## config.mk

```make
export PLATFORM = sky130hd
export DESIGN_NAME = usb_fs_rx
export DESIGN_NICKNAME = d
export VERILOG_FILES = /design/src/rtl/usbrx_pkg.sv /design/src/rtl/usbrx_line.sv /design/src/rtl/usbrx_timer.sv /design/src/rtl/usbrx_deser.sv /design/src/rtl/usb_fs_rx.sv
export SDC_FILE = /design/constraint.sdc
export NUM_CORES = 1
export LEC_CHECK = 0
export BUFFER_PORTS_ARGS = -buffer_cell sky130_fd_sc_hd__buf_4
export CAP_MARGIN = 20
export CORE_UTILIZATION = 58
export DETAILED_ROUTE_END_ITERATION = 8
export GPL_TIMING_DRIVEN = 0
export PLACE_DENSITY = 0.81
export SYNTH_ARGS = -nofsm -noshare
export SYNTH_HDL_FRONTEND = slang
export SYNTH_SLANG_ARGS = --single-unit
export TNS_END_PERCENT = 20
```

## constraint.sdc

```tcl
create_clock -name clk_i -period 2.3 [get_ports clk_i]
set_input_delay 0 -clock clk_i [delete_from_list [all_inputs] [get_ports clk_i]]
set_output_delay 0 -clock clk_i [all_outputs]
set_load 0.05 [all_outputs]
```

## src/rtl/usbrx_pkg.sv

```systemverilog
package usbrx_pkg;
  // {dp, dm}
  typedef enum logic [1:0] {
    LN_SE0 = 2'b00,
    LN_K   = 2'b01,
    LN_J   = 2'b10,
    LN_SE1 = 2'b11
  } line_e;

  function automatic line_e line_of(logic dp, logic dm);
    return line_e'({dp, dm});
  endfunction
endpackage

```

## src/rtl/usbrx_line.sv

```systemverilog
module usbrx_line
  import usbrx_pkg::*;
(
  input  logic clk_i,
  input  logic rst_ni,
  input  logic dp_i,
  input  logic dm_i,
  output logic edge_o,
  output logic eop_o,
  output logic start_o,
  output logic active_o
);
  logic  dp_q, active_q;
  line_e line;

  assign line     = line_of(dp_i, dm_i);
  assign edge_o   = dp_i ^ dp_q;
  assign eop_o    = (line == LN_SE0);
  // only J->K while idle opens a packet
  assign start_o  = edge_o && dp_q && (line == LN_K) && !active_q;
  assign active_o = active_q;

  always_ff @(posedge clk_i or negedge rst_ni) begin
    if (!rst_ni) begin
      dp_q     <= 1'b1;
      active_q <= 1'b0;
    end else begin
      dp_q <= dp_i;
      if (eop_o)        active_q <= 1'b0;
      else if (start_o) active_q <= 1'b1;
    end
  end


  active_drop_chk: assert property (@(posedge clk_i) disable iff (!rst_ni)
    $fell(active_o) |-> $past(eop_o));
endmodule

```

## src/rtl/usbrx_timer.sv

```systemverilog
module usbrx_timer #(
  parameter int OVERSAMPLE   = 8,
  parameter int RESYNC_DELAY = 3
) (
  input  logic clk_i,
  input  logic rst_ni,
  input  logic edge_i,
  output logic strobe_o
);
  localparam int CNT_W = $clog2(OVERSAMPLE);

  logic [CNT_W-1:0] cnt_q;

  assign strobe_o = (cnt_q == CNT_W'(RESYNC_DELAY - 1));

  always_ff @(posedge clk_i or negedge rst_ni) begin
    if (!rst_ni)                              cnt_q <= '0;
    else if (edge_i)                          cnt_q <= '0;
    else if (cnt_q == CNT_W'(OVERSAMPLE - 1)) cnt_q <= '0;
    else                                      cnt_q <= cnt_q + 1'b1;
  end


  strobe_gap_chk: assert property (@(posedge clk_i) disable iff (!rst_ni)
    strobe_o |=> !strobe_o);
endmodule

```

## src/rtl/usbrx_deser.sv

```systemverilog
module usbrx_deser #(
  parameter int DATA_W    = 8,
  parameter int STUFF_LEN = 6
) (
  input  logic              clk_i,
  input  logic              rst_ni,
  input  logic              start_i,
  input  logic              eop_i,
  input  logic              shift_i,
  input  logic              dp_i,
  output logic [DATA_W-1:0] data_o,
  output logic              valid_o
);
  localparam int ONES_W = $clog2(STUFF_LEN + 1);
  localparam int BIT_W  = $clog2(DATA_W);

  logic              prev_q, valid_q;
  logic [ONES_W-1:0] ones_q;
  logic [BIT_W-1:0]  bits_q;
  logic [DATA_W-1:0] data_q;
  logic              bit_dec, drop;

  assign bit_dec = (dp_i == prev_q);
  assign drop    = (ones_q == ONES_W'(STUFF_LEN));
  assign data_o  = data_q;
  assign valid_o = valid_q;

  always_ff @(posedge clk_i or negedge rst_ni) begin
    if (!rst_ni) begin
      prev_q  <= 1'b1;
      ones_q  <= '0;
      bits_q  <= '0;
      data_q  <= '0;
      valid_q <= 1'b0;
    end else begin
      valid_q <= 1'b0;
      if (start_i) begin
        prev_q <= 1'b1;  // J
        ones_q <= '0;
        bits_q <= '0;
      end else if (eop_i) begin
        ones_q <= '0;
        bits_q <= '0;
      end else if (shift_i) begin
        prev_q <= dp_i;
        if (drop) begin
          ones_q <= '0;
        end else begin
          ones_q <= bit_dec ? ones_q + 1'b1 : '0;
          data_q <= {bit_dec, data_q[DATA_W-1:1]};
          if (bits_q == BIT_W'(DATA_W - 1)) begin
            bits_q  <= '0;
            valid_q <= 1'b1;
          end else begin
            bits_q <= bits_q + 1'b1;
          end
        end
      end
    end
  end


  stuff_drop_chk: assert property (@(posedge clk_i) disable iff (!rst_ni)
    (shift_i && !start_i && !eop_i && drop) |=> ($stable(data_o) && !valid_o));

  valid_pulse_chk: assert property (@(posedge clk_i) disable iff (!rst_ni)
    valid_o |=> !valid_o);
endmodule

```

## src/rtl/usb_fs_rx.sv

```systemverilog
module usb_fs_rx #(
  parameter int OVERSAMPLE   = 8,
  parameter int RESYNC_DELAY = 3,
  parameter int STUFF_LEN    = 6,
  parameter int DATA_W       = 8
) (
  input  logic              clk_i,
  input  logic              rst_ni,
  input  logic              dp_i,
  input  logic              dm_i,
  output logic [DATA_W-1:0] rx_byte_o,
  output logic              rx_valid_o,
  output logic              eop_o,
  output logic              rx_active_o
);
  logic edge_s, eop_s, start_s, active_s, strobe_s, shift_s;

  usbrx_line u_line (
    .clk_i, .rst_ni, .dp_i, .dm_i,
    .edge_o(edge_s), .eop_o(eop_s), .start_o(start_s), .active_o(active_s)
  );

  usbrx_timer #(.OVERSAMPLE(OVERSAMPLE), .RESYNC_DELAY(RESYNC_DELAY)) u_timer (
    .clk_i, .rst_ni, .edge_i(edge_s), .strobe_o(strobe_s)
  );

  assign shift_s = strobe_s && active_s && !eop_s;

  usbrx_deser #(.DATA_W(DATA_W), .STUFF_LEN(STUFF_LEN)) u_deser (
    .clk_i, .rst_ni, .start_i(start_s), .eop_i(eop_s), .shift_i(shift_s),
    .dp_i, .data_o(rx_byte_o), .valid_o(rx_valid_o)
  );

  assign eop_o       = eop_s;
  assign rx_active_o = active_s;


  eop_no_byte_chk: assert property (@(posedge clk_i) disable iff (!rst_ni)
    eop_o |=> !rx_valid_o);
endmodule

```

Word-level counts from Yosys, hierarchy flattened
Cells that the tools add are included.

$add $sub $neg: 3. Equality and inequality tests: 8. Muxes and demuxes: 22. Bitwise operators: 4. Reduce and logical (&&, ||, !) cells: 14.

Operator list (number): $mux W3 (12); $mux W1 (10); $add A3 B1 Y3 const B (3); $eq A3 B3 Y1 const B (3); $logic_and A1 B1 Y1 (5); $reduce_and A2 Y1 (2); $reduce_and A4 Y1 (1); $reduce_bool A2 Y1 (2); $eq A3 B2 Y1 const B (1); $ne A3 B3 Y1 const B (1); $not A1 Y1 (3); $reduce_bool A3 Y1 (1); $eq A2 B1 Y1 const B (1); $logic_not A1 Y1 (2); $logic_not A2 Y1 (1); $ne A2 B1 Y1 const B (1); $eq A1 B1 Y1 (1); $xor A1 B1 Y1 (1).

Register bits: 21. Output and inout bits: 11. Word-level logic and storage cells: 59.

Logic depth before layout (Yosys ltp)
Depth in word-level cells: 6. Mapped depth: 6.

Cells and area by module
A second synthesis with hierarchy kept.

Cells, all modules: 79. Area total of the unflattened synthesis: 992.2 um^2.

By module, submodules not included: usbrx_deser (times used 1, cells each 57, area an instance 730.7 um^2, sequential area each 401.6 um^2); usbrx_timer (times used 1, cells each 11, area an instance 142.6 um^2, sequential area each 75.1 um^2); usbrx_line (times used 1, cells each 10, area an instance 110.1 um^2, sequential area each 51.3 um^2); usb_fs_rx (times used 1, cells each 1, area an instance 8.8 um^2, sequential area each 0.0 um^2).

Least setup slack after synthesis
Ideal clock, no wire load.

Kind: register to register. Start point: register u_line.active_q (netlist: u_line.active_o). End point: register u_deser.bits_q[0]. Library setup time: 0.078 ns. Data arrival time: 1.473 ns. Required time: 2.222 ns. Setup slack: 0.750 ns. Stages on the path, launching flop included: 4. Cells stage by stage: dfrtp_1 nand3b_2 or4_1 a21oi_1.

Cells in the longest elaborated chain, start to end: 4. Elaborated cells on any way between the ends: 8.

RTL lines: start, declared (RTL line usbrx_line.sv:13) `logic dp_q, active_q;`; start signal, assigned (RTL line usbrx_line.sv:26) `active_q <= 1'b0;`; start signal, assigned (RTL line usbrx_line.sv:29) `if (eop_o) active_q <= 1'b0;`; start signal, assigned (RTL line usbrx_line.sv:30) `else if (start_o) active_q <= 1'b1;`; $logic_not A1 Y1 / $logic_and A1 B1 Y1 (equally long branches) (RTL line usbrx_line.sv:20, usb_fs_rx.sv:27); $logic_and A1 B1 Y1 (on tied branches) (RTL line usbrx_line.sv:20, usb_fs_rx.sv:27); $ne A3 B3 Y1 (no line) / $reduce_bool A3 Y1 (equally long branches); $reduce_and A2 Y1 (no line); end signal, assigned (RTL line usbrx_deser.sv:55) `bits_q <= bits_q + 1'b1;`; end, declared (RTL line usbrx_deser.sv:19) `logic [BIT_W-1:0] bits_q;`.

Parallel ways exist; a longest one is shown, timed or not. A chain may end at the register's enable or synchronous reset.

Worst setup path after layout
Start point: register u_deser.ones_q[0]. End point: register u_deser.data_q[1] (netlist: u_deser.data_o[1]).

Cells in the longest elaborated chain, start to end: 3.

RTL lines: start, declared (RTL line usbrx_deser.sv:18) `logic [ONES_W-1:0] ones_q;`; start signal, assigned (RTL line usbrx_deser.sv:49) `ones_q <= bit_dec ? ones_q + 1'b1 : '0;`; $eq A3 B3 Y1 (RTL line usbrx_deser.sv:24) `assign drop = (ones_q == ONES_W'(STUFF_LEN));`; $not A1 Y1 (no line); $reduce_and A4 Y1 (no line); end signal, assigned (RTL line usbrx_deser.sv:50) `data_q <= {bit_dec, data_q[DATA_W-1:1]};`; end, declared (RTL line usbrx_deser.sv:20) `logic [DATA_W-1:0] data_q;`.

Every way passes these cells.

==> results.toml <==
[run_status]
status = "finished clean"

[setup_path]
cp-start-kind = "flip-flop"
reg2reg_depth = 5
path_class = "reg2reg"
rr_endpoint = "u_deser.data_o[1]$_DFFE_PN0P_"
crit-reg2reg-launch = "u_deser.ones_q[0]$_DFFE_PN0P_"
worstPathCellList = "inv_1 -> ha_1 -> nand2_1 -> o2111ai_2 -> mux2_2"
max_stage_delay_ns = 0.38
cp-end-kind = "flip-flop"
crit_start = "u_deser.ones_q[0]$_DFFE_PN0P_"
cp.arrival_ns = 1.84
cp_data_required_time_ns = 2.50
slowest_stage = "dfrtp_1"
path_max_fanout = 9
r2r_slack_ns = 0.66

[floorplan]
fp.dieW_um = 43.2
row_count = 14
start_util = 0.639
dieArea_um2 = 1870
io_pins = 15
core_um2 = 1540
die_h_um = 43.2

[global_routing]
grt_pass1_wl_mm = 2.54
grt_overflow = 0
track_usage = 0.189
grt_pass1_vias = 629
grt_max_degree = 22
antenna_found_initial = 0

[yosys]
synth_area_um2 = 985
syn_inst = 82
synth_top_family_by_area = "simple AND/OR/NAND/NOR gates"
synth_fa_ha_area_frac = 0.102
synthSimpleGateAreaFrac = 0.154
muxShareOfSynthArea = 0.0915
synth_xor_xnor_area_share = 0.00889
synth_cell_types = 24
synth_compound_area_frac = 0.0826
synth_warnings = 0
syn_area_per_cell_um2 = 12.0
yosysSeqAreaShare = 0.536
ys_seq_elements = 21
syn_nets = 94

[sta]
whs_ns = 0.0997
rsz0062_at_grt = "no"
fin_crit_sh = 0.713
post-route-min-period_ns = 1.64
tns_ns = 0
hold_violations = 0
fin_skew_ns = 0.00257
drv_slew = 0
worst_slack_ns = 0.660
fmax_mhz = 610
finalSetupViolCount = 0
worst_slew_pin_slew_ns = 0.518
slew-limit-headroom = 0.655

[placed_design]
place_area_um2 = 1110
portBuffers = 14
pre_cts_ws_ns = 0.675
dpl.hpwl_mm = 1.14
gp_congestion = 0.750

[clock_tree]
clock_tree.htree_level_count = 1
cts_buffers = 3
cts.sink_count = 21
path_clk_slew_ns = 0.12
clock_latency_ns = 0.31
root_buffer = "clkbuf_4"
clockBufferDepth = 2
cts_resized = 0
cts_tree = "yes"

[routing]
drtAntennaViolNets = 0
drtIter0Drc = 8
drcViolationCount = 0
via_count = 692
drtPass1Iterations = 4
post_drt_wl_per_cell_um = 13.6
routed_via_density = 5.82
wl_mm = 1.62

[cells_and_area]
final_area_um2 = 1170
diodes = 0
final_common_cell = "dfrtp_1"
flow.area_growth_from_synthesis_pct = 18.6
drive_above_1_share = 0.320
final_cell_mix = "19 x dfrtp_1, 14 x buf_4, 8 x mux2_2, 8 x ha_1, 7 x a21oi_1"
nets = 116

[power]
p_per_area_nw_per_um2 = 785
power_mw = 0.917
leakage_nw = 0.589
ir_worst_vdd_uv = 637

[min_path]
hp-class = "in2async"

[job]
max-cap-violations = 0
-- per-stage QoR --
stage	instances	util
after CTS	119	0.757
final	119	0.757
after floorplan	82	-
after global placement	112	0.720
after global routing	119	0.757
after detailed placement	112	0.720
-- critical path, delay by kind of cell, from the launching register on --
family                   cells  cell delay [ns]
multiplexers                 1             0.38
buffers and inverters        1             0.06
AO/OA/AOI/OAI                1             0.32
flip-flops                   1             0.38
AND/OR/NAND/NOR              1             0.18
adder cells (fa/ha/maj)      1             0.20
-- metal layers --
layer	wire length, um	global-route usage	vias to the layer above
met5	0	0	-
met4	58	0.145	0
met3	56	0.0255	7
met2	811	0.316	20
met1	689	0.213	332
li1	-	-	333
-- cell families (layout without fill, tap and decap cells) --
family	Yosys count	count (layout)
adders and majority gates	8	8
DFF	21	21
xor gates and xnor gates	1	1
and+or+nand+nor	25	25
buffers and inverters	6	27
AOI/OAI and AO/OA	13	13
muxes	8	8
-- Yosys cell counts --
cell type | count | area (um^2)
nand2b_1 | 2 | 12.5
ha_1 | 8 | 100
nand3b_2 | 1 | 11.3
or4_1 | 1 | 7.51
nand4_1 | 1 | 6.26
xnor2_1 | 1 | 8.76
a21oi_1 | 7 | 35.0
dfstp_2 | 2 | 52.6
o21ai_0 | 3 | 15.0
nand2_1 | 5 | 18.8
a221o_1 | 1 | 10.0
and4bb_2 | 1 | 12.5
buf_2 | 2 | 10.0
inv_1 | 4 | 15.0
nand4b_1 | 3 | 26.3
nor2_1 | 5 | 18.8
a31oi_1 | 1 | 6.26
o2111ai_2 | 1 | 15.0
and2_1 | 2 | 12.5
mux2_2 | 8 | 90.1
nand3_1 | 2 | 10.0
nor2b_1 | 1 | 6.26
and3b_1 | 1 | 8.76
dfrtp_1 | 19 | 475
-- final cells by class --
class | count | area [um^2]
fillers | 119 | 374
plain buffers | 2 | 10.0
clock buffers | 3 | 22.5
flip-flops and latches | 21 | 528
repair buffers | 17 | 135
clock inverters | 1 | 5.00
multi-input cells | 55 | 432
inverters | 4 | 15.0
well taps | 16 | 20.0
-- worst max-delay path by stage --
stage,depth (start not counted),end
final,5,u_deser.data_o[1]$_DFFE_PN0P_
after CTS,5,u_deser.data_o[1]$_DFFE_PN0P_
after global placement,5,u_deser.data_o[5]$_DFFE_PN0P_
after global routing,5,u_deser.data_o[1]$_DFFE_PN0P_
after floorplan,3,u_deser.bits_q[0]$_DFFE_PN0P_
after detailed placement,5,u_deser.data_o[1]$_DFFE_PN0P_
-- where the power goes --
part | switching (mW) | internal, mW
Sequential | 0.0428 | 0.428
Clock | 0.113 | 0.0650
Combinational | 0.167 | 0.101
Total | 0.323 | 0.594
-- repair_timing --
| action | in CTS | in global routing |
|---|---|---|
| hold buffers | 3 | 0 |
| hold endpoints to repair | 23 | 0 |
| buffers inserted | 0 | 0 |
-- state kept, by name (all words and copies together), names as in the netlist --
name             flops
u_deser.data_o       8
u_deser.bits_q       3
u_deser.ones_q       3
u_timer.cnt_q        3
u_deser.prev_q       1
u_deser.valid_o      1
u_line.active_o      1
u_line.dp_q          1
No activity file was read; power rests on OpenSTA's default activity.
